===== config.mk =====
export PLATFORM = sky130hd
export DESIGN_NAME = seg_step_sequencer
export DESIGN_NICKNAME = d
export VERILOG_FILES = /design/src/rtl/seq_pkg.sv /design/src/rtl/seq_mode_decode.sv /design/src/rtl/seq_wrap_scan.sv /design/src/rtl/seq_step_cell.sv /design/src/rtl/seq_state_reg.sv /design/src/rtl/seg_step_sequencer.sv
export SDC_FILE = /design/constraint.sdc
export NUM_CORES = 1
export LEC_CHECK = 0
export BUFFER_PORTS_ARGS = -buffer_cell sky130_fd_sc_hd__buf_2
export CAP_MARGIN = 15
export CORE_MARGIN = 1
export CORE_UTILIZATION = 55
export DETAILED_ROUTE_END_ITERATION = 6
export PLACE_DENSITY = 0.89
export SLEW_MARGIN = 5
export SYNTH_ARGS = -nofsm -noshare
export SYNTH_HDL_FRONTEND = slang
export SYNTH_SLANG_ARGS = --single-unit

===== constraint.sdc =====
create_clock -name clk -period 1.4 [get_ports clk]
set_input_delay 0.28 -clock clk [delete_from_list [all_inputs] [get_ports clk]]
set_output_delay 0.28 -clock clk [all_outputs]
set_load 0.005 [all_outputs]

===== src/rtl/seq_pkg.sv =====
package seq_pkg;
  typedef enum logic [1:0] {
    MODE_COUNT = 2'b00,
    MODE_SHIFT = 2'b01,
    MODE_BREAK = 2'b10,
    MODE_RESET = 2'b11
  } step_mode_e;
endpackage


===== src/rtl/seq_mode_decode.sv =====
// Maps raw two-bit fields to legal per-step modes and derives the
// inversion mask used for the stored bits.
module seq_mode_decode
  import seq_pkg::*;
#(
  parameter int NUM_STEPS = 10
) (
  input  logic [2*NUM_STEPS-1:0] mode_fields,
  output step_mode_e             mode_q [NUM_STEPS],
  output logic [NUM_STEPS-1:0]   inv_mask,
  output logic                   hold_init
);
  genvar gi;
  generate
    for (gi = 0; gi < NUM_STEPS; gi++) begin : g_dec
      logic [1:0] fld;
      assign fld = mode_fields[2*gi +: 2];
      if (gi == 0) begin : g_head
        always_comb begin
          case (fld)
            2'b10:   mode_q[gi] = MODE_BREAK;
            2'b11:   mode_q[gi] = MODE_RESET;
            default: mode_q[gi] = MODE_COUNT;
          endcase
        end
      end else begin : g_body
        always_comb begin
          case (fld)
            2'b01:   mode_q[gi] = MODE_SHIFT;
            2'b10:   mode_q[gi] = MODE_BREAK;
            default: mode_q[gi] = MODE_COUNT;
          endcase
        end
      end
      assign inv_mask[gi] = (mode_q[gi] == MODE_BREAK) || (mode_q[gi] == MODE_RESET);

      // decoded modes are legal for their position
      always_comb begin
        if (gi == 0) assert_head_legal_R1: assert (mode_q[gi] != MODE_SHIFT);
        else         assert_body_legal_R1: assert (mode_q[gi] != MODE_RESET);
      end
    end
  endgenerate

  assign hold_init = (mode_q[0] == MODE_RESET);
endmodule


===== src/rtl/seq_wrap_scan.sv =====
// For each step, returns the old visible bit at the end of the SHIFT run
// that follows it (its own bit when no SHIFT follows). A BREAK step loads it.
module seq_wrap_scan
  import seq_pkg::*;
#(
  parameter int NUM_STEPS = 10
) (
  input  step_mode_e           mode_q [NUM_STEPS],
  input  logic [NUM_STEPS-1:0] vis,
  output logic [NUM_STEPS-1:0] tail_bit
);
  genvar gi;
  generate
    for (gi = 0; gi < NUM_STEPS; gi++) begin : g_scan
      if (gi == NUM_STEPS - 1) begin : g_end
        assign tail_bit[gi] = vis[gi];
      end else begin : g_mid
        assign tail_bit[gi] = (mode_q[gi+1] == MODE_SHIFT) ? tail_bit[gi+1] : vis[gi];
      end
    end
  endgenerate
endmodule


===== src/rtl/seq_step_cell.sv =====
// One step of the ripple: produces the next visible bit and the trigger and
// shift-enable passed on to the following step.
module seq_step_cell
  import seq_pkg::*;
(
  input  step_mode_e mode,
  input  logic       cur,
  input  logic       prev_cur,
  input  logic       tail,
  input  logic       trig_in,
  input  logic       shen_in,
  output logic       nxt,
  output logic       trig_out,
  output logic       shen_out
);
  always_comb begin
    nxt      = cur;
    shen_out = shen_in;
    trig_out = 1'b0;
    case (mode)
      MODE_COUNT: begin
        if (trig_in) nxt = ~cur;
        shen_out = trig_in;
        trig_out = cur & ~nxt;
      end
      MODE_SHIFT: begin
        if (shen_in) nxt = prev_cur;
        trig_out = cur & ~nxt;
      end
      MODE_BREAK: begin
        if (trig_in) nxt = tail;
        shen_out = trig_in;
        trig_out = cur & ~nxt;
      end
      default: begin
        nxt      = 1'b1;
        shen_out = 1'b0;
        trig_out = 1'b0;
      end
    endcase
  end
endmodule


===== src/rtl/seq_state_reg.sv =====
// Reset synchroniser and the raw per-step storage.
module seq_state_reg #(
  parameter int NUM_STEPS = 10
) (
  input  logic                 clk,
  input  logic                 rst_n,
  input  logic                 load,
  input  logic                 clr,
  input  logic [NUM_STEPS-1:0] raw_d,
  output logic [NUM_STEPS-1:0] raw_q,
  output logic                 rst_ok_n
);
  logic [1:0] sync_q;

  always_ff @(posedge clk or negedge rst_n) begin
    if (!rst_n) sync_q <= 2'b00;
    else        sync_q <= {sync_q[0], 1'b1};
  end
  assign rst_ok_n = sync_q[1];

  always_ff @(posedge clk or negedge rst_ok_n) begin
    if (!rst_ok_n)   raw_q <= '0;
    else if (load)   raw_q <= raw_d;
  end

  // no tick and no init hold leaves the stored bits untouched
  assert_hold_no_tick_R9: assert property (@(posedge clk) disable iff (!rst_ok_n)
    (!load && !clr) |=> $stable(raw_q));
endmodule


===== src/rtl/seg_step_sequencer.sv =====
module seg_step_sequencer
  import seq_pkg::*;
#(
  parameter int NUM_STEPS = 10
) (
  input  logic                   clk,
  input  logic                   rst_n,
  input  logic                   tick_en,
  input  logic [2*NUM_STEPS-1:0] step_mode_i,
  output logic [NUM_STEPS-1:0]   state_o
);
  localparam int LAST = NUM_STEPS - 1;

  step_mode_e           mode_q [NUM_STEPS];
  logic [NUM_STEPS-1:0] inv_mask;
  logic                 hold_init;
  logic [NUM_STEPS-1:0] raw_q, raw_d, vis, vis_nx, tail_bit;
  logic [NUM_STEPS:0]   trig_c, shen_c;
  logic                 load, rst_ok_n;

  seq_mode_decode #(.NUM_STEPS(NUM_STEPS)) u_dec (
    .mode_fields (step_mode_i),
    .mode_q      (mode_q),
    .inv_mask    (inv_mask),
    .hold_init   (hold_init)
  );

  assign vis = raw_q ^ inv_mask;

  seq_wrap_scan #(.NUM_STEPS(NUM_STEPS)) u_scan (
    .mode_q   (mode_q),
    .vis      (vis),
    .tail_bit (tail_bit)
  );

  assign trig_c[0] = 1'b1;
  assign shen_c[0] = 1'b1;

  genvar gi;
  generate
    for (gi = 0; gi < NUM_STEPS; gi++) begin : g_step
      logic prev_cur;
      if (gi == 0) begin : g_first
        assign prev_cur = 1'b0;
      end else begin : g_rest
        assign prev_cur = vis[gi-1];
      end
      seq_step_cell u_cell (
        .mode     (mode_q[gi]),
        .cur      (vis[gi]),
        .prev_cur (prev_cur),
        .tail     (tail_bit[gi]),
        .trig_in  (trig_c[gi]),
        .shen_in  (shen_c[gi]),
        .nxt      (vis_nx[gi]),
        .trig_out (trig_c[gi+1]),
        .shen_out (shen_c[gi+1])
      );

      if (gi > 0) begin : g_carry_chk
        // a counter step above a counter step changes exactly when the lower one falls
        assert_count_carry_R2: assert property (@(posedge clk) disable iff (!rst_ok_n)
          (tick_en && !hold_init && mode_q[gi] == MODE_COUNT && mode_q[gi-1] == MODE_COUNT)
          |=> ((raw_q[gi] != $past(raw_q[gi])) == ($past(raw_q[gi-1]) && !raw_q[gi-1])));
      end
    end
  endgenerate

  // next-state: stored form is visible XOR inversion mask; init hold clears all
  always_comb begin
    raw_d = hold_init ? '0 : (vis_nx ^ inv_mask);
    load  = tick_en | hold_init;
  end

  seq_state_reg #(.NUM_STEPS(NUM_STEPS)) u_reg (
    .clk      (clk),
    .rst_n    (rst_n),
    .load     (load),
    .clr      (hold_init),
    .raw_d    (raw_d),
    .raw_q    (raw_q),
    .rst_ok_n (rst_ok_n)
  );

  assign state_o = vis;

  // while step 1 is in RESET the stored bits are cleared
  assert_init_clear_R7: assert property (@(posedge clk) disable iff (!rst_ok_n)
    hold_init |=> (raw_q == '0));

  // a counting first step toggles on every tick
  assert_head_toggle_R5: assert property (@(posedge clk) disable iff (!rst_ok_n)
    (tick_en && !hold_init && mode_q[0] == MODE_COUNT) |=> (raw_q[0] != $past(raw_q[0])));

  // a trigger leaving the last step means it fell on that tick
  assert_tail_fall_R5: assert property (@(posedge clk) disable iff (!rst_ok_n)
    (tick_en && !hold_init && trig_c[NUM_STEPS]) |=>
    ($past(vis[LAST]) && !(raw_q[LAST] ^ $past(inv_mask[LAST]))));

  // an enabled shift at the last step takes the neighbour's old bit
  assert_tail_shift_R3: assert property (@(posedge clk) disable iff (!rst_ok_n)
    (tick_en && !hold_init && shen_c[LAST] && shen_c[NUM_STEPS] && mode_q[LAST] == MODE_SHIFT) |=>
    ((raw_q[LAST] ^ $past(inv_mask[LAST])) == $past(vis[LAST-1])));
endmodule


==> summary.md, run 1 <==
| Metric | Value |
|---|---|
| Outcome | `did not finish` |
| Stage reached | `global routing (5_1_grt)` |
| First Err | `[ERROR GRT-0116] Global routing finished with congestion. Check the congestion regions in the DRC Viewer.` |
| Sink Count | `12` |
| Yosys warns | `0` |
| Share of flip-flops with an asynchronous set or reset | `100%` |
| Die Width | `around 77 µm` |
| Yosys top cell by area | `ha_1` |
| Rows | `26` |
| Global-route wire length before repair | `approximately 30 mm` |
| H-tree levels | `1` |
| Sequential fraction of the synthesis area | `a little under 10%` |
| Synth area leaders | `ha_1 (13%), dfrtp_1 (9.8%), inv_1 (5.4%)` |
| CTS buffer count | `3` |
| CTS max path bufs | `2` |
| Main combinational cell family by area after synthesis | `compound AO/OA/AOI/OAI gates` |
| Number of synthesized flops with an enable pin | `0` |
| Synth Area in Compound Gates | `34.4%` |
| Die height | `roughly 77 µm` |
| Routability Congestion | `roughly 1.0` |
| Root Buffer | `clkbuf_8` |
| Post-synthesis adder-cell area fraction | `13.0%` |
| Share of the synthesized area in the top cell type | `a little over an eighth` |
| HPWL Detailed | `approximately 9 mm` |
| Total congestion overflow | `5` |
| Xor/xnor cell area share of the yosys netlist | `between 5 and 6%` |
| PortBufs | `32` |
| Simple-gate area share of the yosys netlist | `between 20% and 30%` |
| Mapped Nets | `475` |
| Vias in the first global route | `about 5600` |
| Cell Area, Synth | `about 3100 µm²` |
| Largest net degree at the start of global routing | `13` |
| Top FF cell, synth | `dfrtp_1` |
| Total track usage | `between 60 and 70%` |
| IO Pins | `33` |
| Yosys reg bits | `12` |
| Avg Cell Area, Syn | `between 7 and 8 µm²` |
| Multiplexer share of the synthesized area | `~4.4%` |
| Starting Density | `~59%` |
| Synth cell types | `80` |
| Post-Synthesis Cells | `between 400 and 500` |
## cell usage after synthesis (3+ instances only)
cell type	n
nand2_1	43
a22oi_1	4
buf_4	13
nor2_1	31
o21ai_2	3
a32oi_1	4
mux2i_1	9
nor3b_1	4
buf_2	3
o21ai_1	3
nor3_1	6
o211a_1	3
nor2b_1	5
mux2_2	3
and2_1	5
or2_2	3
a21oi_1	30
nand3_1	13
nand3b_1	6
clkbuf_1	10
a311o_1	3
a31oi_1	9
xnor2_2	4
o31ai_1	3
and3_1	4
a211oi_1	5
o211ai_1	6
a211o_1	3
o21ai_0	16
xnor2_1	5
a311oi_1	3
inv_1	44
dfrtp_1	12
o22a_1	4
a21o_1	5
ha_1	32
## stage by stage
stage          setup slack, ps  hold WS (ps)  utilization, %  instance area (µm²)  cells
4_1_cts                  -4000           219            92.9                 4860    644
3_5_place_dp             -4370          66.2            83.3                 4360    626
3_3_place_gp             -4080          65.4            83.3                 4360    626
2_1_floorplan            -3720         -15.6               -                 3300    420
## kinds of logic after synthesis
| logic type | after synthesis |
|---|---|
| AND/OR/NAND/NOR | 134 |
| buffers and inverters | 74 |
| adder cells (fa/ha/maj) | 32 |
| AO/OA/AOI/OAI | 141 |
| other | 1 |
| multiplexers | 13 |
| XOR/XNOR | 13 |
| flip-flops | 12 |
## what timing repair did
item,in CTS
hold buffers,1
setup endpoints to repair,19
gates resized for setup,77
setup buffers,14
pin swaps,46
endpoints found under the hold margin,2
## metal layers
metal / track usage, % / GRT overflow
met2: 88.5 / 0
met1: 67.9 / 0
met4: 70.8 / 5
met3: 40.2 / 0
met5: 7.27 / 0
==> inputs of run 2 (changes only) <==
CORE_UTILIZATION = 40   (was 55)
PLACE_DENSITY = unset   (was 0.89)
PLACE_DENSITY_LB_ADDON = 0.15   (was unset)
clock period = 1.8 ns   (was 1.4 ns; I/O delays follow)
==> run 2 against run 1 <==
  * The flow now finishes, with violations (negative setup slack)
  * Area after synthesis unchanged
  * Synthesized cell count unchanged
==> summary.md, run 2 <==
| Metric | Value |
|---|---|
| Outcome | `finished, violations left` |
| Failing checks | `negative setup slack` |
| CTS max path bufs | `2` |
| Reg2reg path depth | `24` |
| R2R Path End | `u_reg.raw_q[9]$_DFFE_PN0P_` |
| Setup violators final | `10` |
| Placed Area | `between 4000 and 5000 µm²` |
| Synth cell types | `80` |
| Sink Count | `12` |
| Hold WC Path Type | `register to asynchronous set/reset pin` |
| Via count | `between 3000 and 4000` |
| Share of flip-flops with an asynchronous set or reset | `100%` |
| Sequential Power Share | `between 10% and 20%` |
| Area growth syn-to-layout | `59.0%` |
| Pleak | `roughly 2.2 nW` |
| Layout Cells excl Fill | `around 680` |
| H-tree levels | `1` |
| Vias/cell | `5.51` |
| CP startpoint | `step_mode_i[4]` |
| Sw Share | `around 44%` |
| Count leader, synth | `inv_1` |
| Sequential fraction of the synthesis area | `under 10%` |
| Synth area leaders | `ha_1 (13%), dfrtp_1 (9.8%), inv_1 (5.4%)` |
| Critical Path RT | `~2000 ps` |
| Sw Pwr | `1.40 mW` |
| # diodes | `0` |
| Internal power | `1.76 mW` |
| RR Startpoint | `u_reg.raw_q[1]$_DFFE_PN0P_` |
| Worst Setup End Kind | `register` |
| Starting Density | `around two fifths` |
| Commonest non-fill, non-tap cell in the layout | `buf_4` |
| Final ANT Viol Nets | `0` |
| Most frequent cells in the layout | `buf_4 (148), nand2_1 (40), inv_1 (37), buf_2 (31), nor2_1 (30)` |
| Yosys reg bits | `12` |
| Most used cell along the critical path | `buf_4` |
| CP max FO | `5` |
| Largest register by flop count | `u_reg.raw_q` |
| Gate power share | `between 70% and 80%` |
| DRC | `0` |
| Nets | `637` |
| CTS buffer count | `3` |
| Die height | `around 90 µm` |
| Max VDD drop | `0.000364 V` |
| Tmin final | `approximately 5500 ps` |
| R2R Setup Slk | `-3660 ps` |
| Arr. time, crit path | `about 5600 ps` |
| Max reg flops | `10` |
| Worst Setup Slack, final | `-3670 ps` |
| Post-Synthesis Cells | `420` |
| Fmax | `approximately 180 MHz` |
| Reg area | `304 µm²` |
| Yosys warns | `0` |
| Avg WL per Cell | `around 15 µm` |
| Period utilization | `304%` |
| Max stage delay on crit path | `~560 ps` |
| Biggest regs | `u_reg.raw_q x10, u_reg.sync_q x2` |
| Routability Congestion | `0.938` |
| Cell Area, Synth | `around 3100 µm²` |
| P per Cell Area | `roughly 650 nW/µm²` |
| WS Path Type | `input port to register` |
| Mapped Nets | `between 400 and 500` |
| Post-Layout Inst Area | `around 5000 µm²` |
| Die Width | `89.7 µm` |
| Total track usage | `26.1%` |
| Final Max Tran Viols | `0` |
| Slew of the pin with the lowest slew margin | `about 750 ps` |
| RSZ-0062 raised after global routing | `yes` |
| Pre-antenna DRT Iters | `5` |
| Core area | `~7300 µm²` |
| Hold WS | `between 150 and 200 ps` |
| Root Buffer | `clkbuf_8` |
| IO Pins | `33` |
| Startpoint types | `input port` |
| Worst slew margin | `just under 50%` |
| Total congestion overflow | `0` |
| Worst-path clk slew | `~50 ps` |
| CTS tree | `done` |
| Synth cell count leaders | `inv_1 (44), nand2_1 (43), ha_1 (32)` |
| HPWL Detailed | `7.59 mm` |
| Critical-path top delay cell | `nor4_2` |
| Fill count | `approximately 580` |
| Setup TNS | `-21210 ps` |
| Max cap viols | `0` |
| Worst-Skew Late Latency | `approximately 240 ps` |
| Final Hold Viols | `0` |
| Area of the multi-input gates | `about 2900 µm²` |
| Placed Cells | `657` |
| Avg Cell Area, Syn | `around 7.3 µm²` |
| Fin Clk Skew | `roughly 2.7 ps` |
| PortBufs | `32` |
| First-iteration detailed-routing DRC count | `182` |
| Yosys top cell by area | `ha_1` |
| WL final | `10.2 mm` |
| Initial antenna violation count | `0` |
| Top FF cell, synth | `dfrtp_1` |
| Share of post-route cells with drive strength above 1 | `48.6%` |
| Share of the synthesized area in the top cell type | `between 10% and 20%` |
| DP Worst Slack | `-3850 ps` |
| Clock share of power | `7.9%` |
| Die Area | `about 8000 µm²` |
| Vias in the first global route | `approximately 3600` |
| Largest net degree at the start of global routing | `13` |
| Number of synthesized flops with an enable pin | `0` |
| Rows | `31` |
| Global-route wire length before repair | `around 16 mm` |
## run 2: power groups by stage
stage / registers [mW] / clock network (mW) / logic [mW]
3_5_place_dp: 0.410 / 0 / 2.13
3_3_place_gp: 0.409 / 0 / 2.10
2_1_floorplan: 0.392 / 0 / 1.35
4_1_cts: 0.415 / 0.246 / 2.42
6_report: 0.417 / 0.249 / 2.49
5_1_grt: 0.423 / 0.267 / 2.70
## run 2: cell type report
class	instances	share of cell area, %
inverters	46	3.79
repair buffers	185	27.3
flip-flops and latches	12	6.22
multi-input cells	334	59.3
well taps	99	2.54
clock buffers	3	0.845
## run 2: stage by stage
step | utilization (%) | power (mW)
6_report | 66.6 | 3.16
5_1_grt | 66.6 | 3.39
4_1_cts | 66.7 | 3.08
3_5_place_dp | 59.9 | 2.54
2_1_floorplan | - | 1.74
3_3_place_gp | 59.9 | 2.51
## run 2: critical path: cells and delay by family
| family | cells | cell delay (ps) |
|---|---|---|
| AOI/OAI and AO/OA | 16 | 2930 |
| and+or+nand+nor | 4 | 1330 |
| buffers and inverters | 5 | 740 |
| adders and majority gates | 1 | 270 |
## run 2: per-layer routing
metal	part of all wire, %	global-route usage [%]
met1	43	31.9
met2	51	47.3
met3	4.4	1.74
met4	2.1	10.8
met5	0	0
## run 2: worst max path at each step
stage	end	slack, ps	cells after the start
2_1_floorplan	u_reg.raw_q[9]$_DFFE_PN0P_	-3400	24
3_3_place_gp	u_reg.raw_q[9]$_DFFE_PN0P_	-3780	27
3_5_place_dp	u_reg.raw_q[9]$_DFFE_PN0P_	-3850	25
4_1_cts	u_reg.raw_q[9]$_DFFE_PN0P_	-3510	23
5_1_grt	u_reg.raw_q[9]$_DFFE_PN0P_	-3960	27
6_report	u_reg.raw_q[9]$_DFFE_PN0P_	-3670	26
## run 2: logic make-up after synthesis
kind of cell	after synthesis	share of synthesized area [%]
AOI/OAI and AO/OA	141	34.4
xor gates and xnor gates	13	5.78
buffers and inverters	74	11.0
muxes	13	4.40
DFF	12	9.77
adders and majority gates	32	13.0
and+or+nand+nor	134	21.5
other	1	0.122
## run 2: repair_timing
action	in CTS	in global routing
resized for setup	56	25
endpoints found under the hold margin	2	0
hold buffers	1	0
pin swaps	34	22
endpoints found under the setup margin	11	12
setup buffers	27	4
(Power assumes the default switching activity.)
==> inputs of run 3 (changes only) <==
ABC_AREA = 1   (was unset)
==> run 3 against run 2 <==
  * Via count fell by 16%
  * Largest power group unchanged
  * Total power fell by 6.9%
  * The run still ends with negative setup slack left
  * Sequential share of layout area rose by 1.1 points
  * Register-to-register slack improved by 230 ps
  * Critical path depth rose by 22
  * Non-clock buffer count fell by 34
  * Core utilization rose by 6.0 points
==> summary.md, run 3 <==
| Metric | Value |
|---|---|
| Via count | `roughly 3100` |
| Root Buffer | `clkbuf_8` |
| Final ANT Viol Nets | `0` |
| Core Util, Final | `between 70% and 80%` |
| Nets | `around 600` |
| Hold WC Path Type | `register to asynchronous set/reset pin` |
| Max reg flops | `10` |
| Outcome | `finished, violations left` |
| Cell Area, Synth | `2390 µm²` |
| Post-synthesis adder-cell area fraction | `16.7%` |
| Xor/xnor cell area share of the yosys netlist | `under 10%` |
| Avg WL per Cell | `around 14 µm` |
| Fin Clk Skew | `about 4.7 ps` |
| Arr. time, crit path | `between 5000 and 6000 ps` |
| Pre-antenna DRT Iters | `4` |
| Most used cell along the critical path | `nand3_2` |
| P per Cell Area | `between 700 and 800 nW/µm²` |
| Vias in the first global route | `between 3000 and 4000` |
| DRC | `0` |
| Post-Synthesis Cells | `400` |
| Total track usage | `approximately 26%` |
| Die Area | `between 6000 and 7000 µm²` |
| WS Path Type | `register to register` |
| Share of the synthesized area in the top cell type | `about 20%` |
| Failing checks | `negative setup slack` |
| Starting Density | `42.4%` |
| Yosys top cell by area | `nand2_1` |
| Main combinational cell family by area after synthesis | `simple AND/OR/NAND/NOR gates` |
| First-iteration detailed-routing DRC count | `between 100 and 150` |
| R2R Path End | `u_reg.raw_q[9]$_DFFE_PN0P_` |
| Synth area leaders | `nand2_1 (20%), ha_1 (17%), dfrtp_1 (13%)` |
| Multiplexer share of the synthesized area | `0%` |
| Yosys warns | `0` |
| Commonest non-fill, non-tap cell in the layout | `buf_4` |
| Tmin final | `roughly 5200 ps` |
| Total congestion overflow | `0` |
| # diodes | `0` |
| Share of post-route cells with drive strength above 1 | `47.9%` |
| CTS buffer count | `3` |
| Worst Setup Slack, final | `-3430 ps` |
| Mapped Nets | `roughly 460` |
| Pleak | `between 2 and 2.5 nW` |
| Largest net degree at the start of global routing | `11` |
| Sink Count | `12` |
| Period utilization | `290%` |
| Setup violators final | `10` |
| Synth Area in Compound Gates | `under 10%` |
| Initial antenna violation count | `0` |
| Yosys reg bits | `12` |
| Setup TNS | `-22010 ps` |
| Design Power | `2.94 mW` |
| Most frequent cells in the layout | `buf_4 (101), nand2_1 (98), inv_1 (63), nand3_1 (31), buf_2 (28)` |
| Max cap viols | `0` |
| Sequential fraction of the synthesis area | `about an eighth` |
| Worst Setup End Kind | `register` |
| Routability Congestion | `between 0.8 and 0.9` |
| Count leader, synth | `nand2_1` |
| Worst-path clk slew | `~60 ps` |
| RR Startpoint | `u_reg.raw_q[9]$_DFFE_PN0P_` |
| H-tree levels | `1` |
| Synth cell count leaders | `nand2_1 (127), inv_1 (69), nand3_1 (47)` |
| CP startpoint | `u_reg.raw_q[9]$_DFFE_PN0P_` |
| HPWL Detailed | `5.23 mm` |
| Top delay family on crit path | `simple AND/OR/NAND/NOR gates` |
| CP Buf/Inv Count | `2` |
| Max VDD drop | `0.000545 V` |
| Reg2reg path depth | `between 40 and 50` |
| Top FF cell, synth | `dfrtp_1` |
| Final Max Tran Viols | `0` |
| Number of synthesized flops with an enable pin | `0` |
| Biggest regs | `u_reg.raw_q x10, u_reg.sync_q x2` |
| Critical-path top delay cell | `dfrtp_1` |
| CTS max path bufs | `2` |
| Core area | `about 5600 µm²` |
| Share of flip-flops with an asynchronous set or reset | `100%` |
| Rows | `27` |
| Die height | `79.4 µm` |
| Simple-gate area share of the yosys netlist | `between 40% and 50%` |
| CTS tree | `done` |
| CP max FO | `3` |
| Synth cell types | `26` |
| Critical Path RT | `a little under 2000 ps` |
| Fill count | `434` |
| Global-route wire length before repair | `around 13 mm` |
| CP endpoint | `u_reg.raw_q[9]$_DFFE_PN0P_` |
| Area growth syn-to-layout | `71.4%` |
| Largest register by flop count | `u_reg.raw_q` |
| Die Width | `79.4 µm` |
| IO Pins | `33` |
| RSZ-0062 raised after global routing | `yes` |
| PortBufs | `32` |
| Worst-Skew Late Latency | `approximately 250 ps` |
| Fmax | `between 150 and 200 MHz` |
| Max stage delay on crit path | `approximately 370 ps` |
| Vias/cell | `roughly 5.1` |
| WL final | `8.69 mm` |
| Crit path depth | `between 40 and 50` |
| R2R Setup Slk | `-3430 ps` |
| Final Hold Viols | `0` |
| Startpoint types | `register` |
| Avg Cell Area, Syn | `5.98 µm²` |
[run 3: cell types whose count changed after synthesis, sizes merged, moves of 10 or more]
cell | before | now
nand2 | 43 | 142
nand3 | 13 | 58
nor2 | 33 | 16
a21oi | 32 | 13
inv | 46 | 70
clkbuf | 10 | 0
[run 3: worst min path at each step]
stage                     slack [ps]                    endpoint  cells past startpoint                 startpoint
after floorplan                   60   u_reg.sync_q[0]$_DFF_PN0_                      0                      rst_n
after global placement           140   u_reg.sync_q[0]$_DFF_PN0_                      1                      rst_n
after detailed placement         150   u_reg.sync_q[0]$_DFF_PN0_                      1                      rst_n
after CTS                        190  u_reg.raw_q[1]$_DFFE_PN0P_                      0  u_reg.sync_q[1]$_DFF_PN0_
after global routing             210  u_reg.raw_q[8]$_DFFE_PN0P_                      0  u_reg.sync_q[1]$_DFF_PN0_
final                            180  u_reg.raw_q[8]$_DFFE_PN0P_                      0  u_reg.sync_q[1]$_DFF_PN0_
[run 3: final cells by class]
type                       count  area, µm²  area share [%]
multi-input combinational    308       2230            54.3
timing repair buffer         151       1150            28.0
sequential                    12        300            7.32
inverter                      70        280            6.83
tap                           72       90.1            2.20
clock buffer                   4       55.1            1.34
[run 3: repair_timing]
action                                 4_1_cts  5_1_grt
setup endpoints to repair                   10       12
pin swaps                                   21       43
resized for setup                           65       62
endpoints found under the hold margin        2        0
hold buffers                                 1        0
buffers inserted                            50       11
[run 3: logic make-up after synthesis]
| family | count (synthesis) |
|---|---|
| adders and majority gates | 32 |
| buffers and inverters | 80 |
| other | 1 |
| AOI/OAI and AO/OA | 41 |
| DFF | 12 |
| and+or+nand+nor | 230 |
| xor gates and xnor gates | 4 |
[run 3: metrics by stage]
stage	cell area [µm²]	std cells	hold WS, ps	setup slack, ps
2_1_floorplan	2520	400	64.4	-2730
3_3_place_gp	3310	576	144	-3190
3_5_place_dp	3310	576	147	-3330
4_1_cts	3910	624	189	-3010
5_1_grt	4100	617	211	-3780
6_report	4100	617	181	-3430
[run 3: report_power, final]
| part | switching [mW] | internal [mW] |
|---|---|---|
| logic | 1.20 | 1.07 |
| registers | 0.0469 | 0.318 |
| clock network | 0.113 | 0.194 |
| total | 1.36 | 1.58 |
[run 3: per-layer routing]
metal	share of wire [%]	vias to the layer above	GRT usage (%)
met5	0	-	0
met4	3.7	0	11.6
met3	4.0	35	4.14
met2	51	106	48.1
met1	41	1455	27.5
li1	-	1548	-
==> inputs of run 4 (changes only) <==
BUFFER_PORTS_ARGS = unset   (was -buffer_cell sky130_fd_sc_hd__buf_2)
DONT_BUFFER_PORTS = 1   (was unset)
GPL_TIMING_DRIVEN = 0   (was unset)
SKIP_CTS_REPAIR_TIMING = 1   (was unset)
==> run 4 against run 3 <==
  * The flow still finishes with violations (negative setup slack)
  * Flip-flop and latch count did not move
  * Combinational power fell by 32%
  * Worst setup slack improved by 130 ps
  * Largest cell class unchanged
  * Global-route usage fell by 8.7 points
==> summary.md, run 4 (synthesized netlist as in run 3, its figures left out) <==
| Metric | Value |
|---|---|
| Reg area | `300 µm²` |
| Nets | `approximately 470` |
| Outcome | `finished, violations left` |
| Total track usage | `16.8%` |
| R2R Path End | `u_reg.raw_q[9]$_DFFE_PN0P_` |
| Pleak | `about 1.6 nW` |
| PortBufs | `0` |
| CTS tree | `done` |
| Fill count | `just under 600` |
| CP endpoint | `u_reg.raw_q[9]$_DFFE_PN0P_` |
| Sequential Power Share | `between 10% and 20%` |
| Sw Pwr | `1.07 mW` |
| Pre-antenna DRT Iters | `5` |
| Total congestion overflow | `0` |
| HPWL Detailed | `4.35 mm` |
| Vias in the first global route | `between 2000 and 2500` |
| Worst Setup End Kind | `register` |
| Worst-path clk slew | `~50 ps` |
| H-tree levels | `1` |
| CP startpoint | `u_reg.raw_q[6]$_DFFE_PN0P_` |
| Biggest regs | `u_reg.raw_q x10, u_reg.sync_q x2` |
| Max stage delay on crit path | `between 400 and 500 ps` |
| Worst Setup Slack, final | `-3290 ps` |
| Max VDD drop | `0.000555 V` |
| CP max FO | `3` |
| Final Hold Viols | `0` |
| Design Power | `about 2.2 mW` |
| Largest register by flop count | `u_reg.raw_q` |
| WL final | `5.51 mm` |
| RSZ-0062 raised after global routing | `yes` |
| Arr. time, crit path | `5230 ps` |
| Starting Density | `a little over two fifths` |
| Avg WL per Cell | `11.2 µm` |
| Fmax | `~200 MHz` |
| DRC | `0` |
| Layout Cells excl Fill | `490` |
| Final Max Tran Viols | `0` |
| Worst slew margin | `between 60% and 70%` |
| RR Startpoint | `u_reg.raw_q[6]$_DFFE_PN0P_` |
| Core area | `roughly 5600 µm²` |
| Worst-Skew Late Latency | `240 ps` |
| Global-route wire length before repair | `8.83 mm` |
| Vias/cell | `a little under 5` |
| Failing checks | `negative setup slack` |
| # diodes | `0` |
| Sw Share | `48.3%` |
| Via count | `2422` |
| Most used cell along the critical path | `nand3_2` |
| Fin Clk Skew | `between 1.5 and 2 ps` |
| Die Area | `roughly 6300 µm²` |
| Period utilization | `283%` |
| Commonest non-fill, non-tap cell in the layout | `nand2_1` |
| Root Buffer | `clkbuf_8` |
| Gate power share | `70.2%` |
| Slew of the pin with the lowest slew margin | `just under 600 ps` |
| Share of post-route cells with drive strength above 1 | `30.6%` |
| Placed Cells | `472` |
| Sink Count | `12` |
| P per Cell Area | `~730 nW/µm²` |
| Max cap viols | `0` |
| Area of the multi-input gates | `about 2100 µm²` |
| Clock share of power | `between 10% and 20%` |
| Die height | `~79 µm` |
| Critical-path top delay cell | `dfrtp_1` |
| Routability Congestion | `between 0.8 and 0.9` |
| Initial antenna violation count | `0` |
| Critical Path RT | `approximately 1900 ps` |
| Final ANT Viol Nets | `0` |
| R2R Setup Slk | `-3290 ps` |
| Reg2reg path depth | `46` |
| Rows | `27` |
| Area growth syn-to-layout | `26.3%` |
| CTS max path bufs | `2` |
| Max reg flops | `10` |
| Setup violators final | `9` |
| WS Path Type | `register to register` |
| Tmin final | `5090 ps` |
| First-iteration detailed-routing DRC count | `between 40 and 50` |
| CTS buffer count | `3` |
| Hold WC Path Type | `register to asynchronous set/reset pin` |
| Largest net degree at the start of global routing | `11` |
| IO Pins | `33` |
| Startpoint types | `register` |
| Internal power | `around 1.1 mW` |
| Most frequent cells in the layout | `nand2_1 (100), inv_1 (65), nand2_2 (36), nand3_1 (32), ha_1 (27)` |
| Die Width | `about 79 µm` |
[run 4: changes by cell type in the layout (fill, tap and decap cells not counted), moves of 3 or more]
cell	delta
buf_2	-28
buf_4	-79
buf_6	-19
ha_4	-3
nand2_2	+11
nand2_4	-13
or2_4	-3
[run 4: power by group through the flow]
stage	clock network (mW)	registers [mW]	logic, mW
global route	0.311	0.373	1.74
CTS	0.299	0.360	1.24
floorplan	0	0.355	1.03
detailed placement	0	0.363	1.23
global placement	0	0.363	1.22
finish	0.292	0.366	1.55
[run 4: worst max-delay path, delay by kind of cell, from the launching register on]
| family | cells | cell delay, ps |
|---|---|---|
| AOI/OAI and AO/OA | 1 | 140 |
| xor gates and xnor gates | 1 | 200 |
| buffers and inverters | 1 | 60 |
| DFF | 1 | 410 |
| and+or+nand+nor | 43 | 4160 |
[run 4: final cells by class]
class                      count  share of cell area [%]
buffer                        10                    2.48
multi-input combinational    308                    69.9
clock buffer                   4                    1.82
tap                           72                    2.98
timing repair buffer          14                    3.68
sequential                    12                    9.93
inverter                      70                    9.18
[run 4: through the flow]
| step | utilization, % | worst slack [ps] | area, µm² | hold slack, ps | TNS, ps |
|---|---|---|---|---|---|
| after floorplan | - | -2730 | 2520 | 64.4 | -14670 |
| final | 53.6 | -3290 | 3020 | 172 | -18270 |
| after CTS | 47.3 | -3270 | 2670 | -194 | -18480 |
| after detailed placement | 46.3 | -3420 | 2610 | 64.5 | -20120 |
| after global routing | 53.6 | -3710 | 3020 | 225 | -20940 |
| after global placement | 46.3 | -3370 | 2610 | 64.5 | -19570 |
[run 4: worst min-delay path by stage]
stage	from	depth (start not counted)	to
floorplan	rst_n	0	u_reg.sync_q[0]$_DFF_PN0_
detailed placement	rst_n	0	u_reg.sync_q[0]$_DFF_PN0_
finish	u_reg.sync_q[1]$_DFF_PN0_	0	u_reg.raw_q[9]$_DFFE_PN0P_
CTS	rst_n	0	u_reg.sync_q[1]$_DFF_PN0_
global placement	rst_n	0	u_reg.sync_q[1]$_DFF_PN0_
global route	u_reg.sync_q[1]$_DFF_PN0_	0	u_reg.raw_q[9]$_DFFE_PN0P_
[run 4: routing by layer]
layer / routed length, µm / vias to the layer above / GRT usage (%)
met5: 0 / - / 0
met4: 36 / 0 / 1.64
met3: 148 / 6 / 1.95
met2: 2660 / 35 / 29.2
met1: 2670 / 1087 / 22.9
li1: - / 1294 / -
